==> src/rtl/txf_pkg.sv <==
package txf_pkg;

    localparam logic [31:0] FCS_POLY_REFL = 32'hEDB8_8320;
    localparam logic [31:0] FCS_SEED      = 32'hFFFF_FFFF;

    typedef enum logic [2:0] {
        S_IDLE,
        S_LEN_LO,
        S_LEN_HI,
        S_CHECK,
        S_FETCH,
        S_LOAD,
        S_SEND,
        S_FCS
    } txf_state_e;

    // Advance a reflected CRC-32 register by one byte, low bit first.
    function automatic logic [31:0] fcs_step(input logic [31:0] c, input logic [7:0] b);
        logic [31:0] r;
        r = c ^ {24'd0, b};
        for (int i = 0; i < 8; i++) begin
            r = r[0] ? ((r >> 1) ^ FCS_POLY_REFL) : (r >> 1);
        end
        return r;
    endfunction

endpackage

==> src/rtl/txf_fcs.sv <==
module txf_fcs
    import txf_pkg::*;
(
    input  logic        clk,
    input  logic        rst_n,
    input  logic        clr,
    input  logic        en,
    input  logic [7:0]  din,
    output logic [31:0] fcs
);

    logic [31:0] crc_q;

    always_ff @(posedge clk or negedge rst_n) begin
        if (!rst_n) begin
            crc_q <= FCS_SEED;
        end else if (clr) begin
            crc_q <= FCS_SEED;
        end else if (en) begin
            crc_q <= fcs_step(crc_q, din);
        end
    end

    assign fcs = ~crc_q;

    // every frame starts its CRC from the all-ones seed
    a_r5_seed_after_clear: assert property (@(posedge clk) disable iff (!rst_n)
        clr |=> (fcs == 32'h0000_0000));

    // CRC register only moves on an accepted payload byte or a clear
    a_r5_hold_when_idle: assert property (@(posedge clk) disable iff (!rst_n)
        (!clr && !en) |=> $stable(fcs));

endmodule

==> src/rtl/txf_len.sv <==
module txf_len #(
    parameter int LEN_W   = 16,
    parameter int CNT_W   = 11,
    parameter int MIN_LEN = 64,
    parameter int MAX_HW  = 1514,
    parameter int MAX_SW  = 1518
) (
    input  logic [LEN_W-1:0] stored,
    input  logic             pad_on,
    input  logic             skip,
    output logic             bad,
    output logic [CNT_W-1:0] total
);

    localparam logic [LEN_W-1:0] LIM_HW = LEN_W'(MAX_HW);
    localparam logic [LEN_W-1:0] LIM_SW = LEN_W'(MAX_SW);
    localparam logic [LEN_W-1:0] MIN_L  = LEN_W'(MIN_LEN);

    logic [LEN_W-1:0] limit;
    logic             short_frame;

    always_comb begin
        limit       = skip ? LIM_SW : LIM_HW;
        bad         = (stored == '0) || (stored > limit);
        short_frame = stored < MIN_L;
        if (pad_on && short_frame) begin
            total = CNT_W'(MIN_LEN);
        end else begin
            total = stored[CNT_W-1:0];
        end
    end

    // an accepted frame never becomes shorter than its stored count
    always_comb begin
        if (!bad) begin
            a_r3_total_covers: assert (total >= stored[CNT_W-1:0]);
        end
    end

endmodule

==> src/rtl/eth_tx_framer.sv <==
module eth_tx_framer
    import txf_pkg::*;
#(
    parameter int ADDR_W    = 12,
    parameter int DATA_BASE = 2,
    parameter int MIN_LEN   = 64,
    parameter int MAX_HW    = 1514,
    parameter int MAX_SW    = 1518
) (
    input  logic              clk,
    input  logic              rst_n,
    input  logic              start,
    input  logic              pad_short,
    input  logic              fcs_skip,
    input  logic              abort,
    output logic              mem_rd,
    output logic [ADDR_W-1:0] mem_addr,
    input  logic [7:0]        mem_rdata,
    output logic              tx_valid,
    input  logic              tx_ready,
    output logic [7:0]        tx_data,
    output logic              tx_last,
    output logic              frame_done,
    output logic              frame_aborted,
    output logic              frame_error
);

    localparam int LEN_W   = 16;
    localparam int CNT_W   = $clog2(MAX_SW + 1);
    localparam int FCS_N   = 4;
    localparam int FIDX_W  = $clog2(FCS_N);

    txf_state_e        state;
    logic              pad_q;
    logic              skip_q;
    logic [LEN_W-1:0]  cnt_q;
    logic [CNT_W-1:0]  total_q;
    logic [CNT_W-1:0]  pos_q;
    logic [7:0]        byte_q;
    logic [FIDX_W-1:0] fidx_q;
    logic              done_q;
    logic              abt_q;
    logic              err_q;

    logic              len_bad;
    logic [CNT_W-1:0]  len_total;
    logic [31:0]       fcs;
    logic              fcs_clr;
    logic              fcs_en;
    logic              in_data;
    logic              last_payload;
    logic              take;

    txf_len #(
        .LEN_W  (LEN_W),
        .CNT_W  (CNT_W),
        .MIN_LEN(MIN_LEN),
        .MAX_HW (MAX_HW),
        .MAX_SW (MAX_SW)
    ) u_len (
        .stored(cnt_q),
        .pad_on(pad_q),
        .skip  (skip_q),
        .bad   (len_bad),
        .total (len_total)
    );

    txf_fcs u_fcs (
        .clk  (clk),
        .rst_n(rst_n),
        .clr  (fcs_clr),
        .en   (fcs_en),
        .din  (byte_q),
        .fcs  (fcs)
    );

    assign in_data      = {{(LEN_W-CNT_W){1'b0}}, pos_q} < cnt_q;
    assign last_payload = (pos_q == (total_q - CNT_W'(1)));
    assign take         = tx_valid && tx_ready;

    // State register and frame bookkeeping
    always_ff @(posedge clk or negedge rst_n) begin
        if (!rst_n) begin
            state   <= S_IDLE;
            pad_q   <= 1'b0;
            skip_q  <= 1'b0;
            cnt_q   <= '0;
            total_q <= '0;
            pos_q   <= '0;
            byte_q  <= '0;
            fidx_q  <= '0;
            done_q  <= 1'b0;
            abt_q   <= 1'b0;
            err_q   <= 1'b0;
        end else begin
            done_q <= 1'b0;
            abt_q  <= 1'b0;
            err_q  <= 1'b0;
            if (state != S_IDLE && abort) begin
                state <= S_IDLE;
                abt_q <= 1'b1;
            end else begin
                unique case (state)
                    S_IDLE: begin
                        if (start) begin
                            pad_q  <= pad_short;
                            skip_q <= fcs_skip;
                            pos_q  <= '0;
                            fidx_q <= '0;
                            state  <= S_LEN_LO;
                        end
                    end
                    S_LEN_LO: begin
                        cnt_q[7:0] <= mem_rdata;
                        state      <= S_LEN_HI;
                    end
                    S_LEN_HI: begin
                        cnt_q[15:8] <= mem_rdata;
                        state       <= S_CHECK;
                    end
                    S_CHECK: begin
                        if (len_bad) begin
                            err_q <= 1'b1;
                            state <= S_IDLE;
                        end else begin
                            total_q <= len_total;
                            state   <= S_FETCH;
                        end
                    end
                    S_FETCH: begin
                        if (in_data) begin
                            state <= S_LOAD;
                        end else begin
                            byte_q <= 8'h00;
                            state  <= S_SEND;
                        end
                    end
                    S_LOAD: begin
                        byte_q <= mem_rdata;
                        state  <= S_SEND;
                    end
                    S_SEND: begin
                        if (tx_ready) begin
                            pos_q <= pos_q + CNT_W'(1);
                            if (!last_payload) begin
                                state <= S_FETCH;
                            end else if (skip_q) begin
                                done_q <= 1'b1;
                                state  <= S_IDLE;
                            end else begin
                                state <= S_FCS;
                            end
                        end
                    end
                    S_FCS: begin
                        if (tx_ready) begin
                            fidx_q <= fidx_q + FIDX_W'(1);
                            if (fidx_q == FIDX_W'(FCS_N - 1)) begin
                                done_q <= 1'b1;
                                state  <= S_IDLE;
                            end
                        end
                    end
                    default: state <= S_IDLE;
                endcase
            end
        end
    end

    // Outputs decoded from the state
    always_comb begin
        mem_rd   = 1'b0;
        mem_addr = '0;
        tx_valid = 1'b0;
        tx_data  = byte_q;
        tx_last  = 1'b0;
        fcs_clr  = 1'b0;
        fcs_en   = 1'b0;
        unique case (state)
            S_IDLE: begin
                mem_rd  = start;
                fcs_clr = start;
            end
            S_LEN_LO: begin
                mem_rd   = 1'b1;
                mem_addr = ADDR_W'(1);
            end
            S_FETCH: begin
                mem_rd   = in_data;
                mem_addr = ADDR_W'(DATA_BASE) + ADDR_W'(pos_q);
            end
            S_SEND: begin
                tx_valid = !abort;
                tx_last  = tx_valid && skip_q && last_payload;
                fcs_en   = tx_valid && tx_ready;
            end
            S_FCS: begin
                tx_valid = !abort;
                tx_data  = fcs[{fidx_q, 3'b000} +: 8];
                tx_last  = tx_valid && (fidx_q == FIDX_W'(FCS_N - 1));
            end
            default: ;
        endcase
    end

    assign frame_done    = done_q;
    assign frame_aborted = abt_q;
    assign frame_error   = err_q;

    // status pulses are mutually exclusive
    a_r11_one_status: assert property (@(posedge clk) disable iff (!rst_n)
        $onehot0({frame_done, frame_aborted, frame_error}));

    // abort leaves the stream silent on the following cycle too
    a_r9_abort_quiet: assert property (@(posedge clk) disable iff (!rst_n)
        (abort && state != S_IDLE) |=> (!tx_valid && frame_aborted));

    // a rejected count produces an error and no byte
    a_r7_reject_silent: assert property (@(posedge clk) disable iff (!rst_n)
        (state == S_CHECK && len_bad && !abort) |=> (frame_error && !tx_valid));

    // once the final byte is taken the frame is finished
    a_r8_last_ends: assert property (@(posedge clk) disable iff (!rst_n)
        (take && tx_last) |=> (frame_done && !tx_valid));

    // an offered byte holds while the sink stalls
    a_r10_hold: assert property (@(posedge clk) disable iff (!rst_n)
        (tx_valid && !tx_ready) |=> (abort || (tx_valid && $stable(tx_data))));

endmodule

==> config.mk <==
export PLATFORM = sky130hd
export DESIGN_NAME = eth_tx_framer
export DESIGN_NICKNAME = d
export VERILOG_FILES = /design/src/rtl/txf_pkg.sv /design/src/rtl/txf_fcs.sv /design/src/rtl/txf_len.sv /design/src/rtl/eth_tx_framer.sv
export SDC_FILE = /design/constraint.sdc
export NUM_CORES = 1
export LEC_CHECK = 0
export ABC_AREA = 0
export BUFFER_PORTS_ARGS = -buffer_cell sky130_fd_sc_hd__buf_2
export CAP_MARGIN = 20
export CELL_PAD_IN_SITES_DETAIL_PLACEMENT = 1
export CELL_PAD_IN_SITES_GLOBAL_PLACEMENT = 1
export CORE_MARGIN = 2
export CORE_UTILIZATION = 48
export DETAILED_ROUTE_END_ITERATION = 10
export GPL_TIMING_DRIVEN = 0
export PLACE_DENSITY = 0.83
export SLEW_MARGIN = 0
export SYNTH_ARGS = -nofsm -noshare
export SYNTH_HDL_FRONTEND = slang
export SYNTH_SLANG_ARGS = --single-unit
==> constraint.sdc <==
create_clock -name clk -period 2.63 [get_ports clk]
set_input_delay 0.1315 -clock clk [delete_from_list [all_inputs] [get_ports clk]]
set_output_delay 0.1315 -clock clk [all_outputs]
set_load 0.01 [all_outputs]
Yosys cells after proc, flatten, opt, wreduce, memory -nomap -nowiden
Cells that the tools add are included.

operators by class
  reduce and logical (&&, ||, !) cells = 24
  shift-type cells = 1
  equality and inequality tests = 17
  add/subtract/negate cells = 4
  muxes and demuxes = 48
  bitwise operators = 12
  $lt $le $gt $ge = 3

operator list
  cell                   count
  $mux 32                10
  $not 13->14            8
  $mux 11                3
  $not 32->32            1
  $shiftx 32x6->8        1
  $xor 32x8->32          1
  $mux 3                 9
  $pmux 12 s2            1
  $pmux 3 s8             1
  $pmux 11 s2            1
  $gt 16x16->1           1
  $logic_not 16->1       1
  $lt 11x16->1           1
  $lt 16x7->1 const B    1
  $mux 8                 2
  $pmux 8 s2             1
  $mux 1                 13
  $add 2x11->12 const A  1
  $eq 3x3->1 const B     4
  $ne 3x3->1 const B     4
  $reduce_and 4->1       3
  $add 11x1->11 const B  1
  $eq 11x11->1           1
  $sub 11x1->11 const B  1
  19 further kinds       38

storage, ports and cells
  register bits = 88

Longest topological paths before layout
Gate-level depths: netlist of run 1.

  depth after elaboration = 19
  gate-level depth with buffers = 9
  depth with buffers taken out = 8

By module
Synthesis of run 1 repeated with hierarchy kept, for this count alone.

second synthesis, totals
  cells, all modules = 599
  area total of the unflattened synthesis = 6122.1 sq um

modules (own cells, without submodules)
  module         instances  cells an instance  sequential area each (sq um)  area an instance (sq um)
  eth_tx_framer  1          366                1401.3                        3548.4
  txf_fcs        1          205                840.8                         2406.1
  txf_len        1          28                 0.0                           167.7

Worst setup path before layout of run 1
No wires, ideal clock.

  path type = reg-to-reg
  start = reg skip_q
  end = reg total_q[7]
  slack = 0.245 ns
  required time = 2.505 ns
  arrival time = 2.260 ns
  stages on the path, launching flop included = 10
  setup time = 0.125 ns
  cell sequence = dfrtp_1 -> inv_1 -> ha_1 -> nand2_1 -> mux2_1 -> a211oi_1 -> o211a_1 -> nor4b_4 -> buf_4 -> mux2_2

between the ends
  cells in the longest elaborated chain, start to end = 5

ends and longest elaborated chain
  element                     RTL line              text
  from (decl)                 eth_tx_framer.sv:35   logic skip_q;
  from (signal assigned)      eth_tx_framer.sv:107  skip_q <= fcs_skip;
  $mux 3                      txf_len.sv:23         limit = skip ? LIM_SW : LIM_HW;
  $gt 16x16->1                txf_len.sv:24         bad = (stored == '0) || (stored > limit);
  $logic_or 1x1->1            txf_len.sv:24
  $not 1->1 (no line)         n/a
  $reduce_and 3->1 (no line)  n/a
  to (signal assigned)        eth_tx_framer.sv:126  total_q <= len_total;
  to (decl)                   eth_tx_framer.sv:37   logic [CNT_W-1:0] total_q;

No other way between the ends.
A chain may end at the register's enable or synchronous reset.

Worst setup path after layout of run 1
  start = reg cnt_q[4]
  end = out mem_rd

between the ends
  cells in the longest elaborated chain, start to end = 2

ends and longest elaborated chain
  element                 RTL line              text
  from (decl)             eth_tx_framer.sv:36   logic [LEN_W-1:0] cnt_q;
  from (signal assigned)  eth_tx_framer.sv:114  cnt_q[7:0] <= mem_rdata;
  $lt 11x16->1            eth_tx_framer.sv:77   assign in_data = {{(LEN_W-CNT_W){1'b0}}, pos_q} < cnt_q;
  $pmux 1 s3              eth_tx_framer.sv:179  unique case (state)
  to (decl)               eth_tx_framer.sv:16   output logic mem_rd,

No other way between the ends.

==> impl_metrics.ini, run 1 <==
[synthesis]
synth_common_cells = dfrtp_1, xnor2_1, nor2_1, nand2_1, a21oi_1
synth_seq_cells = 88
ys_warn_count = 0
netlist.area_leader.share_pct = 25.4
synth_cell_types = 59
ys_seq_area_share_pct = 40.7
synth_fp_nets = 598
synth.top_cells.by_area = dfrtp_1, dfstp_2, xnor2_1, xor2_1, nor2_1
synth_area_per_cell_um2 = 9.71
synth_async_sr_flop_share_pct = 100
synth_cells = 568
netlist_area_um2 = 5510
synthFlopType = dfrtp_1
synth_top_cell_by_area = dfrtp_1
synth_edf_count = 0
yosysMostFrequentCell = dfrtp_1

[clocking]
cts_inserted_buffers = 9
cts_num_sinks = 88
clk_pin_slew_ns = 0.07
clockRootBuffer = clkbuf_16
clockBufferDepth = 2
clk_latency_ns = 0.35
cts_tree = built
htreeDepth = 3

[sta]
finalCritPeriodShare_pct = 99.8
tns_ns = 0
period_minus_slack_ns = 2.62
worst_slew_pin_slew_ns = 1.11
drv_slew = 0
setup_viol = 0
clock_skew_ns = 0.0103
slew_headroom_pct = 25.6
finalHoldViolCount = 0
max_freq_ghz = 0.381

[power_and_ir_drop]
p_int_uw = 3340
p_comb_share_pct = 45.1
power_uw = 5750
power_density_nw_per_um2 = 889
p_leak_uw = 0.00270
power_frac_seq_pct = 33.4
peakVddDrop_mv = 0.393
switching_share_pct = 41.9
p_sw_uw = 2410
power.share.clock_pct = 21.5

[global_routing]
grt_pass1_wl_um = 27100
grt_pass1_vias = 4958
grt_max_degree = 68
gr-total-overflow = 0
antenna_found_initial = 0
grt_usage_pct = 27.8

[setup_path]
crit_type = flip-flop to primary output
critPathArrivalTime_ns = 2.49
end_kind = primary output
slowest_stage = dfrtp_1
crit_path_start_kind = flip-flop
worstPathRequired_ns = 2.50
cp_max_fo = 4
cp_cell_sequence = inv_2 -> ha_1 -> a211oi_2 -> o21ai_1 -> a31oi_4 -> o31ai_4 -> o21a_1 -> nor3_1 -> buf_2
worst_path_largest_cell_delay_ns = 0.39

[die]
ios = 41
core_area_um2 = 11300
initial_core_util_pct = 48.7
die_area_um2 = 12400
die_w_um = 111
die_h_um = 111
rows = 39

[cells_and_area]
area_delta_synth_final_pct = 17.4
drive_above_1_share_pct = 26.8
antenna_cells = 0
num-nets-final = 664

[min_path]
min_path_type = input port to flip-flop

[drt]
wl_per_cell_um = 22.6
via_count = 4703
drt_iter0_drc = 311
drtAntennaViolNets = 0
routed_via_density = 6.01
wirelength_um = 17700
firstDrtPassIters = 6
drcViolationCount = 0

[placed_design]
globalplace.congestion = 0.859
hpwl_um = 11800
portBuffers = 39

[status]
status = finished clean

[flow_run]
maxCapViolCount = 0
[power groups by stage]
stage	sequential (uW)	combinational [uW]	clock [uW]
6_report	1920	2600	1240
5_1_grt	1940	2820	1300
4_1_cts	1880	2390	1240
3_5_place_dp	1900	2270	0
3_3_place_gp	1870	2160	0
2_1_floorplan	1800	1700	0
[registers in the layout, summed over array words and instances (netlist names)]
name	count
u_fcs.crc_q	32
cnt_q	16
pos_q	11
total_q	11
byte_q	8
state	3
fidx_q	2
frame_aborted	1
frame_done	1
frame_error	1
pad_q	1
skip_q	1
[layer usage]
layer	routed length, um	vias up	GRT usage, %	share of wire, %
met3	786	29	4.81	4.5
met1	7660	2441	37.2	43
met4	326	0	9.14	1.8
met5	0	-	0	0
met2	8880	132	46.1	50
li1	-	2101	-	-
[layout by cell type (no fill, tap or decap), types with 4 or more instances in the layout]
| cell type | n |
|---|---|
| buf_4 | 15 |
| nor3_1 | 12 |
| clkbuf_16 | 9 |
| a21oi_1 | 38 |
| ha_1 | 13 |
| clkbuf_1 | 13 |
| xnor2_1 | 54 |
| nand3_1 | 17 |
| nor2_1 | 52 |
| xnor2_2 | 7 |
| a22o_1 | 9 |
| and3_1 | 6 |
| nand2b_1 | 6 |
| o21ai_0 | 34 |
| mux2_2 | 11 |
| clkbuf_2 | 11 |
| mux2_1 | 4 |
| o21ai_1 | 7 |
| or3_1 | 5 |
| o211ai_1 | 4 |
| nor2b_1 | 4 |
| dfrtp_1 | 53 |
| dfstp_2 | 32 |
| buf_2 | 39 |
| xor2_1 | 33 |
| nand2_1 | 42 |
| mux4_2 | 8 |
| inv_1 | 18 |
| nand4_1 | 6 |
[metrics by stage]
step / setup WS (ns) / cells / instance area, um2 / hold slack [ns] / utilization (%)
after global routing: -0.0557 / 782 / 6470 / 0.0487 / 57.2
after floorplan: 0.245 / 568 / 5510 / -0.164 / -
after detailed placement: -0.276 / 751 / 5920 / 0.0545 / 52.3
after CTS: 0.000473 / 775 / 6320 / 0.0193 / 55.8
after global placement: -0.137 / 750 / 5890 / 0.353 / 52.0
final: 0.00543 / 782 / 6470 / 0.0455 / 57.2
[final timing paths]
path	from	slack [ns]	endpoint	depth (start not counted)
worst min register to register	cnt_q[12]$_DFFE_PN0P_	0.51	cnt_q[12]$_DFFE_PN0P_	1
min in group asynchronous	rst_n	0.22	frame_error$_DFF_PN0_	2
max in group asynchronous	rst_n	1.72	u_fcs.crc_q[13]$_DFFE_PN1P_	3
worst max register to register	skip_q$_DFFE_PN0P_	0.05	total_q[4]$_DFFE_PN0P_	9
worst min-delay path	mem_rdata[4]	0.05	byte_q[4]$_DFFE_PN0P_	2
worst max-delay path	cnt_q[4]$_DFFE_PN0P_	0.005	mem_rd	9
[logic make-up (layout without fill, tap and decap cells)]
family / Yosys count / count (layout) / share of synthesized area, %
simple gates: 171 / 171 / 14.9
mux: 27 / 27 / 7.08
flops: 88 / 88 / 40.7
fa+ha+maj: 15 / 15 / 3.40
compound gates: 119 / 119 / 13.1
buf+inv: 50 / 121 / 3.52
xor+xnor: 98 / 98 / 17.3
[critical path: cells and delay by family, from the launching register on]
family | cells | cell delay, ns
simple gates | 1 | 0.17
buf+inv | 2 | 0.25
compound gates | 5 | 0.96
fa+ha+maj | 1 | 0.38
flops | 1 | 0.39
[cell type report]
type / instances / area [um2]
inverters: 21 / 78.8
repair buffers: 56 / 350
well taps: 143 / 179
clock inverters: 6 / 51.3
clock buffers: 10 / 229
flip-flops and latches: 88 / 2250
multi-input cells: 430 / 3210
fillers: 1287 / 4850
plain buffers: 28 / 128
[timing repair]
item / CTS / global route
gates resized for setup: 16 / 38
endpoints found under the setup margin: 31 / 45
hold buffers: 2 / 0
cloned: 0 / 1
pin swaps: 5 / 5
hold endpoints to repair: 22 / 0
buffers inserted: 7 / 6
(Power assumes the default switching activity.)
==> run 2, diff against run 1 <==
Settings changed: CELL_PAD_IN_SITES_DETAIL_PLACEMENT 1 to 0, CORE_UTILIZATION 48 to 49, CTS_BUF_LIST set to sky130_fd_sc_hd__clkbuf_4 sky130_fd_sc_hd__clkbuf_8, PLACE_DENSITY 0.83 to 0.84.
Clock period 2.63 ns to 3 ns, I/O delays scaled along.
==> run 2 against run 1 <==
Effect of this change: hold slack got worse by 0.036 ns; combinational power shrank 24%; sequential power shrank 16%; clock power shrank 24%; critical path type unchanged.
==> impl_metrics.ini, run 2 (synthesis results as in run 1) <==
[sta]
clock_skew_ns = 0.0127
tns_ns = 0
fin_ws_ns = 0.113
max_freq_ghz = 0.346
finalHoldViolCount = 0
rsz0062_at_grt = yes
whs_ns = 0.00914
finalCritPeriodShare_pct = 96.2
slew_headroom_pct = 43.5
setup_viol = 0
drv_slew = 0
period_minus_slack_ns = 2.89
worst_slew_pin_slew_ns = 0.847

[power_and_ir_drop]
p_leak_uw = 0.00256
power_density_nw_per_um2 = 734
peakVddDrop_mv = 0.484

[cells_and_area]
reg_top3 = u_fcs.crc_q (32), cnt_q (16)
finalNonFillerCells = 768
drive_above_1_share_pct = 20.4
largest_reg_flops = 32
layout_common_cells = dfrtp_1, xnor2_1, nor2_1
num-nets-final = 653
final_cell_area_um2 = 6180
regMostFlops = u_fcs.crc_q
antenna_cells = 0
area_delta_synth_final_pct = 12.1
layout_commonest_cell = dfrtp_1

[min_path]
holdCritStartpoint = pad_short
min_delay_path_depth = 3
min_path_type = input port to flip-flop

[global_routing]
gr-total-overflow = 0
grt_pass1_vias = 4363
grt_pass1_wl_um = 22600
grt_usage_pct = 24.6
antenna_found_initial = 0
grt_max_degree = 47

[clocking]
cts_num_sinks = 88
htreeDepth = 3
clockBufferDepth = 2
cts_tree = built
clk_latency_ns = 0.36
clockRootBuffer = clkbuf_8
cts_inserted_buffers = 9
clk_pin_slew_ns = 0.09

[setup_path]
end_kind = primary output
reg2reg_depth = 9
cp_cell_sequence = inv_1 -> ha_1 -> nor2b_2 -> nand4b_1 -> xnor2_1 -> nand3_1 -> a2111o_1 -> o21ai_1 -> buf_2
worst_path_largest_cell_delay_ns = 0.49
slowest_stage = a2111o_1
critPathArrivalTime_ns = 2.74
crit_path_start = total_q[0]$_DFFE_PN0P_
cp_max_fo = 6
crit_path_start_kind = flip-flop
crit_type = flip-flop to primary output
r2r-start = skip_q$_DFFE_PN0P_
worstPathRequired_ns = 2.85

[placed_design]
place_area_um2 = 5910
globalplace.congestion = 0.854
dp.cells = 748
dp_slack_ns = 0.207
hpwl_um = 10200
portBuffers = 39

[die]
die_area_um2 = 12100
rows = 38
core_area_um2 = 10900
initial_core_util_pct = 50.6
ios = 41
die_w_um = 110
die_h_um = 110

[drt]
routed_via_density = 5.72
wirelength_um = 13900
wl_per_cell_um = 18.0
drt_iter0_drc = 240
drcViolationCount = 0
drtAntennaViolNets = 0
via_count = 4391
firstDrtPassIters = 8

[flow_run]
maxCapViolCount = 0

[status]
status = finished clean
run 2: worst max-delay path: cells and delay by family, from the launching register on:
family / cells / cell delay (ns)
compound gates: 2 / 0.65
simple gates: 3 / 0.51
flops: 1 / 0.43
fa+ha+maj: 1 / 0.30
buf+inv: 2 / 0.25
xor+xnor: 1 / 0.23
run 2: repair_timing:
action,CTS,global route
endpoints found under the hold margin,26,0
setup buffers,0,0
gates resized for setup,0,3
hold buffers,2,0
endpoints found under the setup margin,0,2
run 2: layer usage:
metal	wire (um)	global-route usage (%)
met1	6390	33.7
met2	6710	40.4
met3	527	4.06
met4	226	7.32
met5	0	0
run 2: power by group:
| part | internal (uW) | leakage (uW) | switching, uW |
|---|---|---|---|
| logic | 825 | 0.00139 | 1150 |
| clock network | 476 | 0.000106 | 462 |
| registers | 1410 | 0.00107 | 215 |
run 2: cell type report:
cell class                 count  area, um2
buffer                        29        115
clock buffer                   9        124
clock inverter                 7        101
fill                         955       4710
inverter                      21       78.8
multi-input combinational    430       3090
sequential                    88       2240
tap                          140        175
timing repair buffer          44        258
run 2: through the flow:
stage | util, % | power (uW)
global placement | 54.0 | 3530
global route | 56.8 | 4840
floorplan | - | 3070
finish | 56.8 | 4540
detailed placement | 54.3 | 3580
CTS | 56.6 | 4520
run 2: worst paths after layout:
kind                                              end  slack [ns]
hold / removal                      pad_q$_DFFE_PN0P_       0.009
min in group asynchronous        cnt_q[7]$_DFFE_PN0P_        0.34
hold reg to reg                 cnt_q[13]$_DFFE_PN0P_        0.51
max in group asynchronous  u_fcs.crc_q[6]$_DFFE_PN1P_        2.01
setup reg to reg               total_q[9]$_DFFE_PN0P_        0.20
setup / recovery                              tx_last        0.11
